<file path="src/rtl/scr_pkg.sv">
// Shared types and codes for the serial character receiver.
// Assumes nothing beyond IEEE 1800-2017.
package scr_pkg;
    // Parity mode codes presented on cfg_par
    localparam logic [1:0] PAR_NONE  = 2'd0;
    localparam logic [1:0] PAR_EVEN  = 2'd1;
    localparam logic [1:0] PAR_ODD   = 2'd2;
    localparam logic [1:0] PAR_FORCE = 2'd3;

    // Framer states
    typedef enum logic [2:0] {
        S_HUNT, S_START, S_DATA, S_PAR, S_STOP, S_MARK
    } rx_state_t;
endpackage

</file>
<file path="src/rtl/scr_framer.sv">
// Bit timing and character assembly. It finds the start bit, samples the
// data, parity and stop bits, and flags parity, framing and break.
// Assumes OVS is a power of two and the cfg_* inputs change only while idle.
module scr_framer #(
    parameter int DATA_W  = 8,
    parameter int OVS     = 16,
    parameter int MIN_LEN = 5
) (
    input  logic              clk,
    input  logic              rst_n,
    input  logic              samp_en,
    input  logic              rxd,
    input  logic              cfg_x16,
    input  logic [1:0]        cfg_len,
    input  logic [1:0]        cfg_par,
    input  logic              cfg_pforce,
    output logic              fr_done,
    output logic [DATA_W-1:0] fr_data,
    output logic              fr_perr,
    output logic              fr_ferr,
    output logic              brk_start,
    output logic              brk_end
);
    import scr_pkg::*;

    localparam int PH_W = $clog2(OVS);
    localparam int BI_W = $clog2(DATA_W);
    localparam int MID  = OVS / 2;

    rx_state_t         state;
    logic [PH_W-1:0]   ph;
    logic [BI_W-1:0]   bi;
    logic [DATA_W-1:0] sh;
    logic              pbit;
    logic              brk_act;
    logic              take;
    logic              last_bit;
    logic              perr_calc;
    logic              is_brk;
    logic [DATA_W-1:0] len_mask;

    // Marks the enable that falls at a bit centre
    always_comb take = samp_en && (!cfg_x16 || ph == PH_W'(OVS - 1));

    // Marks the final data bit for the configured length
    always_comb last_bit = (bi == BI_W'(MIN_LEN - 1) + BI_W'(cfg_len));

    // Checks the received parity bit against the selected mode
    always_comb begin
        case (cfg_par)
            PAR_EVEN:  perr_calc = (^sh) ^ pbit;
            PAR_ODD:   perr_calc = ~((^sh) ^ pbit);
            PAR_FORCE: perr_calc = (pbit != cfg_pforce);
            default:   perr_calc = 1'b0;
        endcase
    end

    // Recognises a character made of zeros only, stop bit included
    always_comb is_brk = (sh == '0) && !rxd && ((cfg_par == PAR_NONE) || !pbit);

    // Bits that the configured length may use
    always_comb len_mask = DATA_W'((1 << (MIN_LEN + int'(cfg_len))) - 1);

    // Receive state machine
    always_ff @(posedge clk) begin
        if (!rst_n) begin
            state     <= S_HUNT;
            ph        <= '0;
            bi        <= '0;
            sh        <= '0;
            pbit      <= 1'b0;
            brk_act   <= 1'b0;
            fr_done   <= 1'b0;
            fr_data   <= '0;
            fr_perr   <= 1'b0;
            fr_ferr   <= 1'b0;
            brk_start <= 1'b0;
            brk_end   <= 1'b0;
        end else begin
            fr_done   <= 1'b0;
            brk_start <= 1'b0;
            brk_end   <= 1'b0;
            case (state)
                S_HUNT: if (samp_en && !rxd) begin
                    sh   <= '0;
                    bi   <= '0;
                    pbit <= 1'b0;
                    ph   <= PH_W'(1);
                    state <= cfg_x16 ? S_START : S_DATA;
                end
                S_START: if (samp_en) begin
                    if (ph == PH_W'(MID - 1)) begin
                        ph    <= '0;
                        state <= rxd ? S_HUNT : S_DATA;
                    end else begin
                        ph <= ph + PH_W'(1);
                    end
                end
                S_DATA: if (samp_en) begin
                    ph <= ph + PH_W'(1);
                    if (take) begin
                        sh[bi] <= rxd;
                        bi     <= bi + BI_W'(1);
                        if (last_bit) state <= (cfg_par == PAR_NONE) ? S_STOP : S_PAR;
                    end
                end
                S_PAR: if (samp_en) begin
                    ph <= ph + PH_W'(1);
                    if (take) begin
                        pbit  <= rxd;
                        state <= S_STOP;
                    end
                end
                S_STOP: if (samp_en) begin
                    ph <= ph + PH_W'(1);
                    if (take) begin
                        fr_done   <= !is_brk;
                        fr_data   <= sh;
                        fr_perr   <= perr_calc;
                        fr_ferr   <= !rxd;
                        brk_start <= is_brk;
                        brk_act   <= is_brk;
                        state     <= rxd ? S_HUNT : S_MARK;
                    end
                end
                S_MARK: if (samp_en && rxd) begin
                    brk_end <= brk_act;
                    brk_act <= 1'b0;
                    state   <= S_HUNT;
                end
                default: state <= S_HUNT;
            endcase
        end
    end

    AST_BRK_NO_CHAR: assert property (@(posedge clk) disable iff (!rst_n)
        brk_start |-> !fr_done) else $error("break delivered a character");
    AST_BRK_END_NEEDS_MARK: assert property (@(posedge clk) disable iff (!rst_n)
        brk_end |-> $past(rxd) && $past(samp_en)) else $error("break end without mark");
    AST_UPPER_ZERO: assert property (@(posedge clk) disable iff (!rst_n)
        fr_done |-> (fr_data & ~len_mask) == '0) else $error("bits above length set");
    AST_DONE_PULSE: assert property (@(posedge clk) disable iff (!rst_n)
        fr_done |=> !fr_done) else $error("done longer than a cycle");
    AST_FERR_LOW_STOP: assert property (@(posedge clk) disable iff (!rst_n)
        (fr_done && fr_ferr) |-> !$past(rxd)) else $error("framing flag with high stop");
endmodule

</file>
<file path="src/rtl/scr_holdreg.sv">
// One-entry holding register with a valid/acknowledge handshake.
// It flags overrun and raises the compare-match pulse.
// Assumes fr_done is a one-cycle pulse.
module scr_holdreg #(
    parameter int DATA_W = 8
) (
    input  logic              clk,
    input  logic              rst_n,
    input  logic              fr_done,
    input  logic [DATA_W-1:0] fr_data,
    input  logic              fr_perr,
    input  logic              fr_ferr,
    input  logic              rx_ack,
    input  logic [DATA_W-1:0] cfg_cmp,
    input  logic              cfg_cmp_ie,
    output logic              rx_valid,
    output logic [DATA_W-1:0] rx_data,
    output logic              rx_perr,
    output logic              rx_ferr,
    output logic              rx_oerr,
    output logic              cmp_match
);
    // Loads new characters and clears on acknowledge
    always_ff @(posedge clk) begin
        if (!rst_n) begin
            rx_valid  <= 1'b0;
            rx_data   <= '0;
            rx_perr   <= 1'b0;
            rx_ferr   <= 1'b0;
            rx_oerr   <= 1'b0;
            cmp_match <= 1'b0;
        end else begin
            cmp_match <= 1'b0;
            if (fr_done) begin
                rx_valid  <= 1'b1;
                rx_data   <= fr_data;
                rx_perr   <= fr_perr;
                rx_ferr   <= fr_ferr;
                rx_oerr   <= rx_valid && !rx_ack;
                cmp_match <= cfg_cmp_ie && (fr_data == cfg_cmp);
            end else if (rx_ack) begin
                rx_valid <= 1'b0;
                rx_oerr  <= 1'b0;
            end
        end
    end

    AST_OERR_HELD: assert property (@(posedge clk) disable iff (!rst_n)
        rx_oerr |-> rx_valid) else $error("overrun without held data");
    AST_ACK_CLEARS: assert property (@(posedge clk) disable iff (!rst_n)
        (rx_valid && rx_ack && !fr_done) |=> !rx_valid) else $error("ack ignored");
    AST_MATCH_DATA: assert property (@(posedge clk) disable iff (!rst_n)
        cmp_match |-> rx_valid && rx_data == $past(cfg_cmp) && $past(cfg_cmp_ie))
        else $error("match on wrong data");
endmodule

</file>
<file path="src/rtl/serial_char_rx.sv">
// Top of the serial character receiver: the framer feeds the holding register.
// Assumes samp_en is synchronous to clk and the configuration is static while
// a character is on the line.
module serial_char_rx #(
    parameter int DATA_W  = 8,
    parameter int OVS     = 16,
    parameter int MIN_LEN = 5
) (
    input  logic              clk,
    input  logic              rst_n,
    input  logic              samp_en,
    input  logic              rxd,
    input  logic              cfg_x16,
    input  logic [1:0]        cfg_len,
    input  logic [1:0]        cfg_par,
    input  logic              cfg_pforce,
    input  logic [DATA_W-1:0] cfg_cmp,
    input  logic              cfg_cmp_ie,
    input  logic              rx_ack,
    output logic              rx_valid,
    output logic [DATA_W-1:0] rx_data,
    output logic              rx_perr,
    output logic              rx_ferr,
    output logic              rx_oerr,
    output logic              brk_start,
    output logic              brk_end,
    output logic              cmp_match
);
    logic              fr_done;
    logic [DATA_W-1:0] fr_data;
    logic              fr_perr;
    logic              fr_ferr;

    scr_framer #(.DATA_W(DATA_W), .OVS(OVS), .MIN_LEN(MIN_LEN)) u_framer (
        .clk(clk), .rst_n(rst_n), .samp_en(samp_en), .rxd(rxd),
        .cfg_x16(cfg_x16), .cfg_len(cfg_len), .cfg_par(cfg_par),
        .cfg_pforce(cfg_pforce), .fr_done(fr_done), .fr_data(fr_data),
        .fr_perr(fr_perr), .fr_ferr(fr_ferr), .brk_start(brk_start),
        .brk_end(brk_end)
    );

    scr_holdreg #(.DATA_W(DATA_W)) u_hold (
        .clk(clk), .rst_n(rst_n), .fr_done(fr_done), .fr_data(fr_data),
        .fr_perr(fr_perr), .fr_ferr(fr_ferr), .rx_ack(rx_ack),
        .cfg_cmp(cfg_cmp), .cfg_cmp_ie(cfg_cmp_ie), .rx_valid(rx_valid),
        .rx_data(rx_data), .rx_perr(rx_perr), .rx_ferr(rx_ferr),
        .rx_oerr(rx_oerr), .cmp_match(cmp_match)
    );

    AST_RESET_QUIET: assert property (@(posedge clk)
        !$past(rst_n) |-> !rx_valid && !brk_start && !brk_end && !cmp_match)
        else $error("outputs active after reset");
endmodule

</file>
<file path="config.mk">
export PLATFORM = sky130hd
export DESIGN_NAME = serial_char_rx
export DESIGN_NICKNAME = d
export VERILOG_FILES = /design/src/rtl/scr_pkg.sv /design/src/rtl/scr_framer.sv /design/src/rtl/scr_holdreg.sv /design/src/rtl/serial_char_rx.sv
export SDC_FILE = /design/constraint.sdc
export NUM_CORES = 1
export LEC_CHECK = 0
export BUFFER_PORTS_ARGS = -buffer_cell sky130_fd_sc_hd__buf_2
export CORE_ASPECT_RATIO = 1.2
export CORE_MARGIN = 1
export CORE_UTILIZATION = 45
export DETAILED_ROUTE_END_ITERATION = 8
export PLACE_DENSITY = 0.65
export SLEW_MARGIN = 10
export SYNTH_ARGS = -nofsm -noshare
export SYNTH_HDL_FRONTEND = slang
export SYNTH_SLANG_ARGS = --single-unit
</file>
<file path="constraint.sdc">
create_clock -name clk -period 2.4 [get_ports clk]
set_clock_uncertainty 0.15 [all_clocks]
set_input_delay 0.6 -clock clk [delete_from_list [all_inputs] [get_ports clk]]
set_output_delay 0.6 -clock clk [all_outputs]
set_load 0.005 [all_outputs]
</file>
==> results.toml, run 1 <==
[synthesis]
yosysSeqAreaShare = 0.3804
netlist_instances = 286
yosys_most_used_dff = "dfxtp_1"
avgSynthCellArea_um2 = 8.465
yosysUniqueCellTypes = 53
yosysTopAreaCellShare = 0.3804
netlist_area_um2 = 2421
yosys_register_bits = 46
synth.area.top_cells = "dfxtp_1, mux2i_1, nand2_1"
synth_edf_count = 0
yosysWarnings = 0
yosysTopAreaCell = "dfxtp_1"
synthesis.nets = 312
synthArstFlopShare = 0

[drt]
dr_wl_met3_um = 288
maxUsedRoutingLayer = "met4"
drt_iter0_drc = 92
firstDrtPassIters = 4
dr_total_vias = 2061
drt-total-wl_um = 5108
vias_per_cell = 5.467
drc = 0
wl_per_cell_um = 13.55
wl_met1_um = 2376
wl_met2_um = 2377
ant_nets = 0

[timing]
max_freq_ghz = 0.4804
worst_pin_slew_ns = 0.6850
hold_violations = 0
setup_viol = 0
min_period_over_period = 0.8674
finalSetupTns_ns = 0
rsz0062_at_grt = "false"
layout_setup_ws_ns = 0.3182
fin_crit_ns = 2.082
finalMaxSlewViolations = 0
slew_headroom = 0.5427

[placed_design]
hpwl_um = 3756
gp_congestion = 0.7980
pre_cts_ws_ns = 0.2576
io_buffers = 34
dp.cells = 369

[cts]
cts_resized = 0
cts_hold_buf = 0
htreeDepth = 2
cts_buffers = 5
root_buffer = "clkbuf_8"
cts_tree = "done"
cts_buffer_depth = 2
path_clk_slew_ns = 0.08
clkSinkCount = 46
post-cts-setup-buffers = 0
clk_latency_ns = 0.29

[pwr]
pwr-share-seq = 0.414
switching_power_mw = 0.7886
p_int_mw = 1.436
p_comb_frac = 0.328
p_sw_frac = 0.3545
finalPower_mw = 2.225
powerDensity_nw_per_um2 = 815.6
worst_ir_drop_vdd_uv = 477.3
clock_power_share = 0.258
p_leak_nw = 1.056

[worst_setup_path]
critPathArrivalTime_ns = 2.16
path_depth = 7
crit_family = "XOR/XNOR gates"
cp.required_ns = 2.48
crit_buf_inv = 1
cp_cell_sequence = "inv_1, ha_1, xnor2_1, xnor3_1, mux2i_1, a311o_1, a21oi_2"
critPathCaptureType = "flip-flop"
crit_path_top_delay_cell = "dfxtp_1"
critPathKind = "reg2reg"
cp_max_fo = 3
critPathMaxStageDelay_ns = 0.37
worst_setup_path_start_kind = "flip-flop"
ff2ff_path_depth = 7

[floorplan]
die_h_um = 82.35
dieArea_um2 = 5679
num_rows = 28
ios = 35
start_util = 0.4799
die_x_um = 68.96
core-area_um2 = 5045

[cells_and_area]
layout_common_cells = "dfxtp_1, nand2_1, buf_2"
post-route-util = 0.5407
nNetsFinal = 342
final_common_cell = "dfxtp_1"
syn2layout_area_growth_pct = 12.66
drive_gt1_frac = 0.1767
fin_cells = 377
diodes = 0

[global_route]
grt_max_degree = 22
grt_pass1_vias = 1763
antenna_found_initial = 0
grt_usage = 0.1936
grt-ovfl-total = 0
grt_pass1_wl_um = 8245

[flow_run]
timing.max_cap.violations = 0

[worst_hold_path]
hold_class = "reg2reg"
min_path_cells = 2

[status]
status = "finished, final reports clean"
==> flip-flops by register name (all words and copies together) (netlist names) <==
signal	flops
u_framer.ph	4
u_framer.bi	3
u_framer.brk_end	1
u_framer.fr_ferr	1
u_framer.sh	8
u_framer.pbit	1
u_framer.fr_data	8
u_hold.rx_ferr	1
u_hold.rx_oerr	1
u_hold.cmp_match	1
u_framer.fr_done	1
u_framer.brk_start	1
u_framer.fr_perr	1
u_hold.rx_valid	1
u_hold.rx_perr	1
u_framer.brk_act	1
u_framer.state	3
u_hold.rx_data	8
==> kinds of logic after synthesis <==
logic type,synth area share
XOR/XNOR,0.06357
AND/OR/NAND/NOR,0.2109
adder cells (fa/ha/maj),0.03101
AO/OA/AOI/OAI,0.1711
multiplexers,0.07855
buffers and inverters,0.06460
flip-flops,0.3804
==> final timing paths <==
path                                                    start                       endpoint  slack [ns]
worst max register to register    u_framer.sh[1]$_SDFFE_PN0P_  u_framer.fr_perr$_SDFFE_PN0P_        0.32
worst min register to register  u_framer.brk_act$_SDFFE_PN0P_    u_framer.brk_end$_SDFF_PN0_        0.31
worst max-delay path              u_framer.sh[1]$_SDFFE_PN0P_  u_framer.fr_perr$_SDFFE_PN0P_        0.32
worst min-delay path            u_framer.brk_act$_SDFFE_PN0P_    u_framer.brk_end$_SDFF_PN0_        0.31
==> worst min-delay path: cells and delay by family, from the launching register on <==
family | cells | cell delay, ns
flops | 1 | 0.32
simple gates | 2 | 0.11
==> power groups by stage <==
stage               logic [mW]  registers (mW)  clock network (mW)
floorplan                0.644           0.856                   0
global placement         0.720           0.940                   0
detailed placement       0.730           0.937                   0
CTS                      0.733           0.920               0.593
global route             0.815           0.935               0.632
finish                   0.730           0.921               0.573
==> layout make-up <==
type,count,area (µm²)
fillers,501,2317
multi-input cells,208,1344
flip-flops and latches,46,920.9
repair buffers,41,222.7
well taps,60,75.07
clock buffers,5,68.82
inverters,14,52.55
clock inverters,3,43.79
==> metal layers <==
| layer | vias up | GRT usage |
|---|---|---|
| met3 | 7 | 0.03846 |
| li1 | 1060 | - |
| met5 | - | 0 |
| met4 | 0 | 0.06327 |
| met2 | 64 | 0.3097 |
| met1 | 930 | 0.2576 |
==> synth_stat cells (3+ instances only) <==
library cell and count:
a31oi_1 4, clkbuf_1 6, a211oi_1 4, o21ai_0 9
mux2i_1 19, a21oi_1 19, buf_6 3, nand2_1 36
and3_1 4, nor3_1 5, dfxtp_1 46, ha_1 6
nand3_1 14, nand3b_1 3, buf_2 7, inv_1 13
nor2_1 25, xnor2_1 14, a22oi_1 3, nand4_1 4
nand2b_1 3, nor2b_1 5, o211ai_1 3
==> metrics by stage <==
stage | hold slack, ns | area [µm²]
6_report | 0.3125 | 2728
4_1_cts | 0.3132 | 2728
5_1_grt | 0.3158 | 2728
2_1_floorplan | 0.2745 | 2421
3_3_place_gp | 0.2979 | 2615
3_5_place_dp | 0.2997 | 2615
No activity file was read; power rests on OpenSTA's default activity.
==> inputs of run 2 (changes only) <==
CORE_UTILIZATION = 53   (was 45)
PLACE_DENSITY = 0.75   (was 0.65)
==> run 2 against run 1 <==
Global-route usage up 4.4 points. Sequential share of layout area down 0.15 points. Sequential power up 2.3%. Clock-buffer cell count unchanged. Hold slack worse by 0.0079 ns. Critical path depth unchanged. Largest power group unchanged.
==> results.toml, run 2 (synthesis results as in run 1) <==
[timing]
finalMaxSlewViolations = 0
min_period_over_period = 0.8770
setup_viol = 0
finalSetupTns_ns = 0
slew_headroom = 0.5196
max_freq_ghz = 0.4751
worst_pin_slew_ns = 0.7180
hold_violations = 0
fin_crit_ns = 2.105
rsz0062_at_grt = "false"

[floorplan]
die_x_um = 63.70
dieArea_um2 = 4844
core-area_um2 = 4327
die_h_um = 76.04
num_rows = 26
ios = 35
start_util = 0.5596

[worst_setup_path]
critPathArrivalTime_ns = 2.19
r2r-end = "u_framer.fr_perr$_SDFFE_PN0P_"
critPathCaptureType = "flip-flop"
r2r_setup_slack_ns = 0.30
cp_max_fo = 3
cp.required_ns = 2.49
worstReg2RegStart = "u_framer.sh[1]$_SDFFE_PN0P_"
worst_setup_path_start_kind = "flip-flop"
cp_cell_sequence = "inv_1, ha_1, xnor2_1, xnor3_1, mux2i_1, a311o_1, a21oi_2"
critPathMaxStageDelay_ns = 0.39
critPathKind = "reg2reg"
crit_path_top_delay_cell = "dfxtp_1"
ff2ff_path_depth = 7

[pwr]
p_sw_frac = 0.3420
worst_ir_drop_vdd_uv = 431.0
p_comb_frac = 0.301
p_int_mw = 1.531
finalPower_mw = 2.326
clock_power_share = 0.294
pwr-share-seq = 0.405
p_leak_nw = 1.061
powerDensity_nw_per_um2 = 849.0
switching_power_mw = 0.7955

[cells_and_area]
layout_common_cells = "dfxtp_1, nand2_1, buf_2"
nNetsFinal = 341
drive_gt1_frac = 0.1741
top_regs = "u_framer.fr_data (8), u_framer.sh (8), u_hold.rx_data (8)"
syn2layout_area_growth_pct = 13.18
diodes = 0
final_common_cell = "dfxtp_1"

[drt]
maxUsedRoutingLayer = "met4"
wl_met1_um = 2354
drc = 0
dr_wl_met3_um = 286
firstDrtPassIters = 4
dr_total_vias = 2120
wl_per_cell_um = 14.12
vias_per_cell = 5.699
drt-total-wl_um = 5253
wl_met2_um = 2499
ant_nets = 0
drt_iter0_drc = 132

[global_route]
grt_usage = 0.2372
grt_pass1_wl_um = 9108
grt_max_degree = 35
grt-ovfl-total = 0
antenna_found_initial = 0
grt_pass1_vias = 1997

[cts]
post-cts-setup-buffers = 0
cts_buffer_depth = 2
clkSinkCount = 46
htreeDepth = 2
cts_tree = "done"
cts_resized = 0
path_clk_slew_ns = 0.09
clk_latency_ns = 0.30
cts_hold_buf = 0
root_buffer = "clkbuf_8"
cts_buffers = 5

[placed_design]
io_buffers = 34
gp_congestion = 0.8607
hpwl_um = 3777

[worst_hold_path]
hold_class = "reg2reg"
holdPathEnd = "u_framer.brk_end$_SDFF_PN0_"
min_from = "u_framer.brk_act$_SDFFE_PN0P_"
min_path_cells = 2

[flow_run]
timing.max_cap.violations = 0

[status]
status = "finished, final reports clean"
run 2: changes by cell type in the layout (fill, tap and decap cells not counted):
cell,before,now
bufinv_16,1,2
buf_4,7,6
clkinv_4,0,1
clkinv_2,1,0
inv_6,1,0
run 2: layer usage:
metal | vias up | track usage
li1 | 1057 | -
met1 | 976 | 0.2965
met2 | 75 | 0.3915
met3 | 12 | 0.04491
met4 | 0 | 0.1045
met5 | - | 0
run 2: area by class of cell:
type	instances	area [µm²]
timing repair buffer	40	215.2
fill	371	1587
inverter	14	52.55
clock buffer	5	68.82
sequential	46	920.9
tap	56	70.07
multi-input combinational	208	1344
clock inverter	3	68.82
run 2: worst max-delay path, delay by kind of cell, from the launching register on:
kind	cells	cell delay [ns]
XOR/XNOR	2	0.60
AO/OA/AOI/OAI	2	0.43
flip-flops	1	0.39
adder cells (fa/ha/maj)	1	0.29
buffers and inverters	1	0.07
multiplexers	1	0.13
run 2: worst max path at each step:
stage                                      startpoint                             to  slack, ns  cells past startpoint
after floorplan           u_framer.sh[0]$_SDFFE_PN0P_  u_framer.fr_perr$_SDFFE_PN0P_       0.47                      7
after global placement                        samp_en    u_framer.sh[0]$_SDFFE_PN0P_       0.27                      6
after detailed placement                      samp_en    u_framer.sh[0]$_SDFFE_PN0P_       0.24                      6
after CTS                 u_framer.sh[1]$_SDFFE_PN0P_  u_framer.fr_perr$_SDFFE_PN0P_       0.29                      7
after global routing      u_framer.sh[1]$_SDFFE_PN0P_  u_framer.fr_perr$_SDFFE_PN0P_       0.18                      7
final                     u_framer.sh[1]$_SDFFE_PN0P_  u_framer.fr_perr$_SDFFE_PN0P_       0.30                      7
run 2: through the flow:
step | setup WS, ns | utilization | cell area (µm²) | instances | hold slack [ns]
floorplan | 0.4667 | - | 2421 | 286 | 0.2745
global placement | 0.2681 | 0.6015 | 2603 | 364 | 0.2987
detailed placement | 0.2423 | 0.6015 | 2603 | 364 | 0.2978
CTS | 0.2918 | 0.6333 | 2740 | 372 | 0.3104
global route | 0.1768 | 0.6333 | 2740 | 372 | 0.3214
finish | 0.2952 | 0.6333 | 2740 | 372 | 0.3045
run 2: power by group through the flow:
stage	logic [mW]	registers [mW]	clock network, mW
3_5_place_dp	0.695	0.958	0
5_1_grt	0.797	0.955	0.732
4_1_cts	0.698	0.941	0.698
3_3_place_gp	0.682	0.956	0
6_report	0.700	0.942	0.684
2_1_floorplan	0.644	0.856	0
